### config.mk
export PLATFORM = sky130hd
export DESIGN_NAME = cc_timer
export DESIGN_NICKNAME = d
export VERILOG_FILES = /design/src/rtl/cct_pkg.sv /design/src/rtl/cct_prescaler.sv /design/src/rtl/cct_compare.sv /design/src/rtl/cct_capture.sv /design/src/rtl/cc_timer.sv
export SDC_FILE = /design/constraint.sdc
export NUM_CORES = 1
export LEC_CHECK = 0
export CAP_MARGIN = 30
export CELL_PAD_IN_SITES_DETAIL_PLACEMENT = 2
export CELL_PAD_IN_SITES_GLOBAL_PLACEMENT = 2
export CORE_ASPECT_RATIO = 2
export CORE_UTILIZATION = 35
export CTS_CLUSTER_DIAMETER = 40
export DETAILED_ROUTE_END_ITERATION = 6
export PLACE_DENSITY = 0.79
export SYNTH_ARGS = -nofsm -noshare
export SYNTH_HDL_FRONTEND = slang
export SYNTH_SLANG_ARGS = --single-unit
### constraint.sdc
create_clock -name clk -period 3.4 [get_ports clk]
set_input_delay 0.68 -clock clk [delete_from_list [all_inputs] [get_ports clk]]
set_output_delay 0.68 -clock clk [all_outputs]
set_load 0.02 [all_outputs]
### src/rtl/cct_pkg.sv
package cct_pkg;
    localparam int REG_W = 16;

    localparam logic [2:0] ADDR_CTRL = 3'd0;
    localparam logic [2:0] ADDR_CMP  = 3'd1;
    localparam logic [2:0] ADDR_CNT  = 3'd2;
    localparam logic [2:0] ADDR_CAP  = 3'd3;
    localparam logic [2:0] ADDR_STAT = 3'd4;

    typedef enum logic [1:0] {
        REL_EQ  = 2'b00,
        REL_LT  = 2'b01,
        REL_GT  = 2'b10,
        REL_EQ2 = 2'b11
    } rel_e;

    typedef enum logic [1:0] {
        PIN_KEEP = 2'b00,
        PIN_SET  = 2'b01,
        PIN_CLR  = 2'b10,
        PIN_TGL  = 2'b11
    } pin_act_e;

    typedef enum logic [1:0] {
        EDGE_OFF  = 2'b00,
        EDGE_RISE = 2'b01,
        EDGE_FALL = 2'b10,
        EDGE_BOTH = 2'b11
    } edge_e;

    typedef enum logic {
        ST_STOPPED = 1'b0,
        ST_RUNNING = 1'b1
    } run_state_e;

    typedef struct packed {
        logic       cap_irq_en;
        logic       ovf_irq_en;
        logic [1:0] edge_sel;
        logic [1:0] pin_act;
        logic       pin_en;
        logic       match_irq_en;
        logic       clr_on_match;
        logic [1:0] rel;
        logic [2:0] psc;
        logic       src_sel;
        logic       run;
    } ctrl_t;
endpackage

### src/rtl/cct_prescaler.sv
module cct_prescaler #(
    parameter int LOG_MAX = 6
) (
    input  logic       clk,
    input  logic       rst_n,
    input  logic       active,
    input  logic       en_a,
    input  logic       en_b,
    input  logic       src_sel,
    input  logic [2:0] psc,
    output logic       tick
);
    localparam int DIV_W = (LOG_MAX > 0) ? LOG_MAX : 1;

    logic [DIV_W-1:0] div_q;
    logic [DIV_W-1:0] mask;
    logic [2:0]       log_eff;
    logic             en_sel;

    always_comb begin
        log_eff = (int'(psc) > LOG_MAX) ? 3'(LOG_MAX) : psc;
        mask    = DIV_W'((32'd1 << log_eff) - 32'd1);
        en_sel  = src_sel ? en_b : en_a;
        tick    = active && en_sel && ((div_q & mask) == mask);
    end

    always_ff @(posedge clk) begin
        if (!rst_n || !active) begin
            div_q <= '0;
        end else if (en_sel) begin
            div_q <= div_q + 1'b1;
        end
    end
endmodule

### src/rtl/cct_compare.sv
module cct_compare
    import cct_pkg::*;
#(
    parameter int W = 16
) (
    input  logic [W-1:0] cnt,
    input  logic [W-1:0] cmp,
    input  logic [1:0]   rel,
    output logic         match
);
    always_comb begin
        unique case (rel)
            REL_LT:  match = (cnt < cmp);
            REL_GT:  match = (cnt > cmp);
            default: match = (cnt == cmp);
        endcase
    end
endmodule

### src/rtl/cct_capture.sv
module cct_capture
    import cct_pkg::*;
#(
    parameter int W      = 16,
    parameter int STAGES = 2
) (
    input  logic         clk,
    input  logic         rst_n,
    input  logic         cap_in,
    input  logic [1:0]   edge_sel,
    input  logic [W-1:0] cnt,
    output logic         cap_evt,
    output logic [W-1:0] cap_val
);
    logic [STAGES:0] sh_q;
    logic            now_lvl, old_lvl;

    always_ff @(posedge clk) begin
        if (!rst_n) begin
            sh_q <= '0;
        end else begin
            sh_q <= {sh_q[STAGES-1:0], cap_in};
        end
    end

    always_comb begin
        now_lvl = sh_q[STAGES-1];
        old_lvl = sh_q[STAGES];
        unique case (edge_sel)
            EDGE_RISE: cap_evt = now_lvl && !old_lvl;
            EDGE_FALL: cap_evt = !now_lvl && old_lvl;
            EDGE_BOTH: cap_evt = now_lvl != old_lvl;
            default:   cap_evt = 1'b0;
        endcase
    end

    always_ff @(posedge clk) begin
        if (!rst_n) begin
            cap_val <= '0;
        end else if (cap_evt) begin
            cap_val <= cnt;
        end
    end
endmodule

### src/rtl/cc_timer.sv
module cc_timer
    import cct_pkg::*;
#(
    parameter int PSC_LOG_MAX = 6,
    parameter int SYNC_STAGES = 2
) (
    input  logic             clk,
    input  logic             rst_n,
    input  logic             tick_a,
    input  logic             tick_b,
    input  logic             cap_in,
    input  logic             reg_we,
    input  logic [2:0]       reg_addr,
    input  logic [REG_W-1:0] reg_wdata,
    output logic [REG_W-1:0] reg_rdata,
    output logic             irq,
    output logic             pin_out
);
    localparam int          NFLAG   = 3;
    localparam logic [REG_W-1:0] CNT_MAX = '1;

    ctrl_t            ctrl_q;
    logic [REG_W-1:0] cmp_q, cnt_q, cap_val;
    logic [NFLAG-1:0] stat_q, stat_clr, stat_set;
    logic             pin_q;
    run_state_e       state_q, state_d;
    logic             running, tick, match, match_evt, clr_now, ovf_evt, cap_evt;
    logic             wr_ctrl, wr_cmp, wr_cnt, wr_stat;

    assign wr_ctrl = reg_we && (reg_addr == ADDR_CTRL);
    assign wr_cmp  = reg_we && (reg_addr == ADDR_CMP);
    assign wr_cnt  = reg_we && (reg_addr == ADDR_CNT);
    assign wr_stat = reg_we && (reg_addr == ADDR_STAT);

    // Run-control state register
    always_ff @(posedge clk) begin
        if (!rst_n) state_q <= ST_STOPPED;
        else        state_q <= state_d;
    end

    // Next state and state outputs
    always_comb begin
        state_d = state_q;
        running = 1'b0;
        unique case (state_q)
            ST_STOPPED: begin
                if (ctrl_q.run) state_d = ST_RUNNING;
            end
            ST_RUNNING: begin
                running = 1'b1;
                if (!ctrl_q.run) state_d = ST_STOPPED;
            end
        endcase
    end

    cct_prescaler #(.LOG_MAX(PSC_LOG_MAX)) u_psc (
        .clk(clk), .rst_n(rst_n), .active(running),
        .en_a(tick_a), .en_b(tick_b), .src_sel(ctrl_q.src_sel),
        .psc(ctrl_q.psc), .tick(tick)
    );

    cct_compare #(.W(REG_W)) u_cmp (
        .cnt(cnt_q), .cmp(cmp_q), .rel(ctrl_q.rel), .match(match)
    );

    cct_capture #(.W(REG_W), .STAGES(SYNC_STAGES)) u_cap (
        .clk(clk), .rst_n(rst_n), .cap_in(cap_in), .edge_sel(ctrl_q.edge_sel),
        .cnt(cnt_q), .cap_evt(cap_evt), .cap_val(cap_val)
    );

    assign match_evt = tick && match;
    assign clr_now   = match && ctrl_q.clr_on_match;
    assign ovf_evt   = tick && !clr_now && (cnt_q == CNT_MAX);

    // Configuration registers
    always_ff @(posedge clk) begin
        if (!rst_n) begin
            ctrl_q <= '0;
            cmp_q  <= '0;
        end else begin
            if (wr_ctrl) ctrl_q <= ctrl_t'(reg_wdata);
            if (wr_cmp)  cmp_q  <= reg_wdata;
        end
    end

    // Counter: a software load wins over a tick
    always_ff @(posedge clk) begin
        if (!rst_n) begin
            cnt_q <= '0;
        end else if (wr_cnt) begin
            cnt_q <= reg_wdata;
        end else if (tick) begin
            cnt_q <= clr_now ? '0 : cnt_q + 1'b1;
        end
    end

    // Status flags: a hardware set beats a write-one clear
    always_comb begin
        stat_clr = wr_stat ? reg_wdata[NFLAG-1:0] : '0;
        stat_set = {cap_evt, ovf_evt, match_evt};
    end

    always_ff @(posedge clk) begin
        if (!rst_n) stat_q <= '0;
        else        stat_q <= (stat_q & ~stat_clr) | stat_set;
    end

    // Output pin action
    always_ff @(posedge clk) begin
        if (!rst_n) begin
            pin_q <= 1'b0;
        end else if (match_evt && ctrl_q.pin_en) begin
            unique case (ctrl_q.pin_act)
                PIN_SET:  pin_q <= 1'b1;
                PIN_CLR:  pin_q <= 1'b0;
                PIN_TGL:  pin_q <= !pin_q;
                default:  pin_q <= pin_q;
            endcase
        end
    end

    assign pin_out = pin_q;
    assign irq = (stat_q[0] && ctrl_q.match_irq_en)
              || (stat_q[1] && ctrl_q.ovf_irq_en)
              || (stat_q[2] && ctrl_q.cap_irq_en);

    always_comb begin
        reg_rdata = '0;
        unique case (reg_addr)
            ADDR_CTRL: reg_rdata = ctrl_q;
            ADDR_CMP:  reg_rdata = cmp_q;
            ADDR_CNT:  reg_rdata = cnt_q;
            ADDR_CAP:  reg_rdata = cap_val;
            ADDR_STAT: reg_rdata = REG_W'(stat_q);
            default:   reg_rdata = '0;
        endcase
    end
endmodule

==> metrics.txt, run 1 <==
status finished, final reports clean; Port Buf Inserts 42; Adder-Cell Fraction of Synth Area under 10%; TritonCTS buffer count 9; static leakage 2.00 nW; largest net degree at the start of global routing 41; critical setup path kind in -> out; Die W a little over 80 um; Final GP Congestion ~0.81; Async SR Flop Fraction 0%; worst flop-to-flop path endpoint cnt_q[6]; multiplexer area fraction after synthesis about an eighth; crit path DAT 2660 ps; synth warn 0; top cells by area, synth dfxtp_1, nand2_1, mux4_2, ha_1, a21boi_0; CTS tree done; min Tclk post-route roughly 3300 ps; P_int slightly below 0.002 W; remaining antenna violation count 0; Yosys cell types between 50 and 60; final setup fails 0; mapped cell area between 4000 and 5000 um^2; startpoint types primary input; fin nets 637; largest family of logic cells by synthesized area simple AND/OR/NAND/NOR gates; Worst setup EP type output port; sequential power share between 30% and 40%; number of hold violations in the final report 0; Comb pwr share 23.5%; Achievable Freq roughly 300 MHz; Peak supply drop roughly 250 uV; residual DRC count 0; Starting Density around 36%; Post-Synth XOR/XNOR Area 0.761%; net switching power about 0.0008 W; final setup skew a little over 7 ps; Initial DRC Count approximately 130; Mapped Cells approximately 540; crit path to reg_rdata[8]; number of fill cells in the layout approximately 1400; worst path required time 2720 ps; Post-synth EDFFs 0; Max-Slew Margin vs Limit between 30% and 40%; Post-CTS Hold Fix Bufs 0; RSZ-0062 raised after global routing no; switching share of power 29.4%; Worst-Skew Late Latency roughly 340 ps; ratio of cells with drive above 1 in the final layout 11.6%; global-route wire length before repair about 27 mm; total gr overflow 0; num ports 43; P per Cell Area between 400 and 500 nW/um^2; number of global-route vias before repair between 4000 and 5000; reg2reg path depth 8; Routed WL about 17 mm; crit share post-route a little over nine tenths; placed inst area 5280 um^2; placed wire-length estimate about 13 mm; post-detailed-route wirelength per cell 22.6 um; DP Cell Count about 730; Critical Path Source reg_addr[0]; Worst Hold Class reg -> reg; total number of vias around 4300; synthesized area per cell approximately 8.5 um^2; worst hold slack between 400 and 500 ps; register area share after synthesis between 30% and 40%; Die ar. 13700 um^2; initial antenna violation count 0; Fin Setup TNS 0 ps; Max FO, Critical Path 22; area share of the largest cell type after synthesis between 30% and 40%; CTS H-Tree Depth 3; post-cts gate resize count 0; Slew @ Worst Pin roughly 910 ps; leading cell types by count after synthesis nand2_1, dfxtp_1, a21boi_0; Clock Pin Slew Worst Setup and Hold Paths ~60 ps; post-place setup slack approximately 10 ps; postcts setup bufs 0; Max clock buf depth 2; clk root buf clkbuf_16; cell with the most instances after synthesis nand2_1; Synth Net Count a little under 600; Synth Flop Type dfxtp_1; clock sinks 78; global-route usage over all layers 25.6%; max-cap viol count 0; Detailed Routing Iterations Pass 1 4; post-synthesis simple-gate area fraction around 26%; Die H about 160 um; Synth Area in Compound Gates 16.4%; Finished Layout Cells ~750; largest area contributor in the netlist dfxtp_1; synthesis-stage register bit count 78; core footprint between 10000 and 15000 um^2; worst setup margin ~56 ps; fin area 5620 um^2; n_diodes 0; register-to-register setup slack ~310 ps; Slew Limit Fails 0; vias per inst 5.74; worst r2r src cnt_q[5]; area added between synthesis and finish 22.0%; clock share of power roughly two fifths; Core Rows 59
placed cells by master, fill, tap and decap left out, types with 3 or more instances in the layout:
cell type        instances
clkbuf_8                 3
mux4_2                  14
a21oi_1                 24
nand3b_1                 8
a21boi_0                32
and3_1                  17
nor2_1                  14
a41oi_1                  6
buf_4                   22
dfxtp_1                 78
and2_1                  21
nand2b_1                 9
o21a_1                   3
nor4_1                   5
nand2_1                104
o21ai_0                 13
nand3_1                 15
ha_1                    22
mux2i_1                 21
nor2b_1                 21
clkdlybuf4s50_1         41
inv_1                   30
clkbuf_16                9
o211ai_1                 5
nand4_1                  8
a21oi_2                  3
worst min path at each step:
stage                   from       endpoint  slack [ps]  cells past startpoint
2_1_floorplan  u_cap.sh_q[0]  u_cap.sh_q[1]         410                      1
3_3_place_gp   u_cap.sh_q[0]  u_cap.sh_q[1]         420                      1
3_5_place_dp   u_cap.sh_q[0]  u_cap.sh_q[1]         430                      1
4_1_cts        u_cap.sh_q[0]  u_cap.sh_q[1]         440                      1
5_1_grt        u_cap.sh_q[0]  u_cap.sh_q[1]         470                      1
6_report       u_cap.sh_q[0]  u_cap.sh_q[1]         440                      1
power by group through the flow:
stage | Sequential (W) | Combinational (W) | Clock [W]
3_3_place_gp | 0.00106 | 0.000599 | 0
6_report | 0.00105 | 0.000655 | 0.00109
3_5_place_dp | 0.00107 | 0.000634 | 0
4_1_cts | 0.00105 | 0.000658 | 0.00111
2_1_floorplan | 0.00105 | 0.000394 | 0
5_1_grt | 0.00106 | 0.000712 | 0.00114
logic make-up (layout without fill, tap and decap cells):
kind of cell,after synthesis,in the layout
AO/OA/AOI/OAI,107,107
buffers and inverters,60,112
XOR/XNOR,4,4
adder cells (fa/ha/maj),22,22
AND/OR/NAND/NOR,236,236
multiplexers,36,36
flip-flops,78,78
registers in the layout, summed over array words and instances, names as in the netlist:
signal / flops
cmp_q: 16
state_q: 1
u_cap.cap_val: 16
stat_q: 3
u_psc.div_q: 6
u_cap.sh_q: 3
ctrl_q: 16
pin_out: 1
cnt_q: 16
critical path: stages:
cell and delay, ps:
clkdlybuf4s50_1 520, buf_12 210, mux4_2 520, and2_1 180, clkdlybuf4s50_1 540
area by class of cell:
cell class / count / area (um^2) / area share [%]
inverters: 30 / 113 / 2.00
well taps: 152 / 190 / 3.39
clock buffers: 13 / 270 / 4.81
flip-flops and latches: 78 / 1560 / 27.8
repair buffers: 66 / 621 / 11.0
clock inverters: 3 / 65.1 / 1.16
multi-input cells: 405 / 2800 / 49.8
layer usage:
layer / vias up / GRT usage [%] / routed length [um] / share of wire, %
li1: 1996 / - / - / -
met1: 2176 / 25.4 / 6080 / 36
met2: 77 / 51.2 / 9720 / 58
met3: 41 / 2.76 / 381 / 2.3
met4: 0 / 13.5 / 667 / 4.0
met5: - / 0 / 0 / 0
per-stage QoR:
stage / power, W / utilization (%)
global placement: 0.00166 / 40.9
CTS: 0.00281 / 43.5
global route: 0.00291 / 43.5
floorplan: 0.00144 / -
detailed placement: 0.00170 / 40.9
finish: 0.00279 / 43.5
No activity file was read; power rests on OpenSTA's default activity.
==> inputs of run 2 (changes only) <==
--- a/config.mk
+++ b/config.mk
@@ -11,6 +11,7 @@
 export CORE_ASPECT_RATIO = 2
 export CORE_UTILIZATION = 35
 export CTS_CLUSTER_DIAMETER = 40
+export CTS_CLUSTER_SIZE = 24
 export DETAILED_ROUTE_END_ITERATION = 6
 export PLACE_DENSITY = 0.79
 export SYNTH_ARGS = -nofsm -noshare
==> results of run 2 <==
Final layout, timing and power as in run 1 (identical DEF).
==> inputs of run 3 (changes only) <==
--- a/config.mk
+++ b/config.mk
@@ -14,6 +14,7 @@
 export CTS_CLUSTER_SIZE = 24
 export DETAILED_ROUTE_END_ITERATION = 6
 export PLACE_DENSITY = 0.79
+export SLEW_MARGIN = 20
 export SYNTH_ARGS = -nofsm -noshare
 export SYNTH_HDL_FRONTEND = slang
 export SYNTH_SLANG_ARGS = --single-unit
==> constraint.sdc (replaced) <==
create_clock -name clk -period 4.31 [get_ports clk]
set_input_delay 0.862 -clock clk [delete_from_list [all_inputs] [get_ports clk]]
set_output_delay 0.862 -clock clk [all_outputs]
set_load 0.02 [all_outputs]
==> metrics.txt, run 3 (synthesis gave the netlist of run 1 again) <==
status finished, final reports clean; area added between synthesis and finish 20.1%; worst setup margin 571 ps; num ports 43; commonest cells after routing, fill and taps aside nand2_1, dfxtp_1, clkdlybuf4s50_1; Die H between 150 and 200 um; Worst setup EP type output port; reg2reg path depth 9; Routed WL around 17 mm; largest net degree at the start of global routing 40; Slew @ Worst Pin ~920 ps; Worst-Skew Late Latency between 300 and 400 ps; Initial DRC Count roughly 170; crit share post-route between 80% and 90%; P per Cell Area just over 400 nW/um^2; postcts setup bufs 0; total gr overflow 0; initial antenna violation count 0; Die ar. 13700 um^2; Crit-path slowest cell mux4_2; vias per inst slightly below 6; max incr delay on CP roughly 530 ps; Final GP Congestion between 0.7 and 0.8; min Tclk post-route about 3700 ps; worst r2r src cmp_q[10]; final setup skew between 7 and 8 ps; final setup fails 0; post-cts gate resize count 0; remaining antenna violation count 0; RSZ-0062 raised after global routing no; crit path DAT 2880 ps; total number of vias 4281; global-route usage over all layers 25.2%; core footprint 12900 um^2; post-place setup slack around 580 ps; Top delay family on crit path buffers and inverters; global-route wire length before repair 26.4 mm; worst flop-to-flop path endpoint cnt_q[15]; Detailed Routing Iterations Pass 1 4; most common cell after layout, fill and taps aside nand2_1; Slew Limit Fails 0; Post-CTS Hold Fix Bufs 0; Clock Pin Slew Worst Setup and Hold Paths around 70 ps; clk root buf clkbuf_16; Max-Slew Margin vs Limit 38.5%; worst path required time between 3000 and 4000 ps; CTS H-Tree Depth 3; Worst Hold Class reg -> reg; WHS Path Cells 1; n_diodes 0; Endpoint, Worst Hold u_cap.sh_q[1]; CTS tree done; max-cap viol count 0; ratio of cells with drive above 1 in the final layout ~9.6%; Core Rows 59; Port Buf Inserts 42; clock sinks 78; static leakage a little under 2 nW; startpoint types primary input; TritonCTS buffer count 9; critical setup path kind in -> out; residual DRC count 0; post-detailed-route wirelength per cell between 20 and 25 um; Max clock buf depth 2; placed wire-length estimate between 10 and 15 mm; Achievable Freq ~270 MHz; buffers plus inverters on the worst setup path 3; min-delay src u_cap.sh_q[0]; Starting Density 35.7%; Peak supply drop ~210 uV; crit-path cells clkdlybuf4s50_1 > buf_12 > mux4_2 > a32o_1 > clkdlybuf4s50_1; Top cell by count, worst path clkdlybuf4s50_1; number of global-route vias before repair 4795; Die W around 83 um; Power, Total about 0.0022 W; number of hold violations in the final report 0; fin nets a little over 600; register-to-register setup slack 1330 ps; Max FO, Critical Path 25; Fin Setup TNS 0 ps
[run 3: layer usage]
layer  up-vias  GRT usage, %  wire length (um)
li1       1973             -                 -
met4         0          11.8               601
met3        38          3.02               294
met2        68          50.5              9720
met1      2202          25.1              6030
met5         -             0                 0
[run 3: worst max path at each step]
stage	from	to	slack, ps	cells past startpoint
after floorplan	reg_addr[1]	reg_rdata[11]	1070	5
after global placement	reg_addr[1]	reg_rdata[2]	590	5
after detailed placement	reg_addr[1]	reg_rdata[2]	580	5
after CTS	reg_addr[1]	reg_rdata[2]	550	5
after global routing	reg_addr[1]	reg_rdata[2]	510	5
final	reg_addr[1]	reg_rdata[2]	570	5
[run 3: where the power goes]
part / switching [W] / total (W) / internal [W] / leakage, nW
Clock: 0.000334 / 0.000916 / 0.000582 / 0.172
Sequential: 0.0000781 / 0.000843 / 0.000765 / 0.633
Combinational: 0.000250 / 0.000467 / 0.000217 / 1.14
Total: 0.000662 / 0.00223 / 0.00156 / 1.94
[run 3: per-stage QoR]
| stage | hold WS (ps) | instances | utilization, % | area, um^2 |
|---|---|---|---|---|
| finish | 441 | 733 | 42.8 | 5530 |
| CTS | 448 | 733 | 42.8 | 5530 |
| detailed placement | 432 | 717 | 40.1 | 5180 |
| global route | 474 | 733 | 42.8 | 5530 |
| global placement | 418 | 716 | 40.0 | 5170 |
| floorplan | 412 | 543 | - | 4610 |
[run 3: cell type report]
type | count | area, um^2
Timing Repair Buffer | 52 | 523
Multi-Input combinational cell | 405 | 2800
Inverter | 30 | 113
Clock buffer | 10 | 239
Fill cell | 1426 | 7390
Sequential cell | 78 | 1560
Clock inverter | 6 | 109
Tap cell | 152 | 190
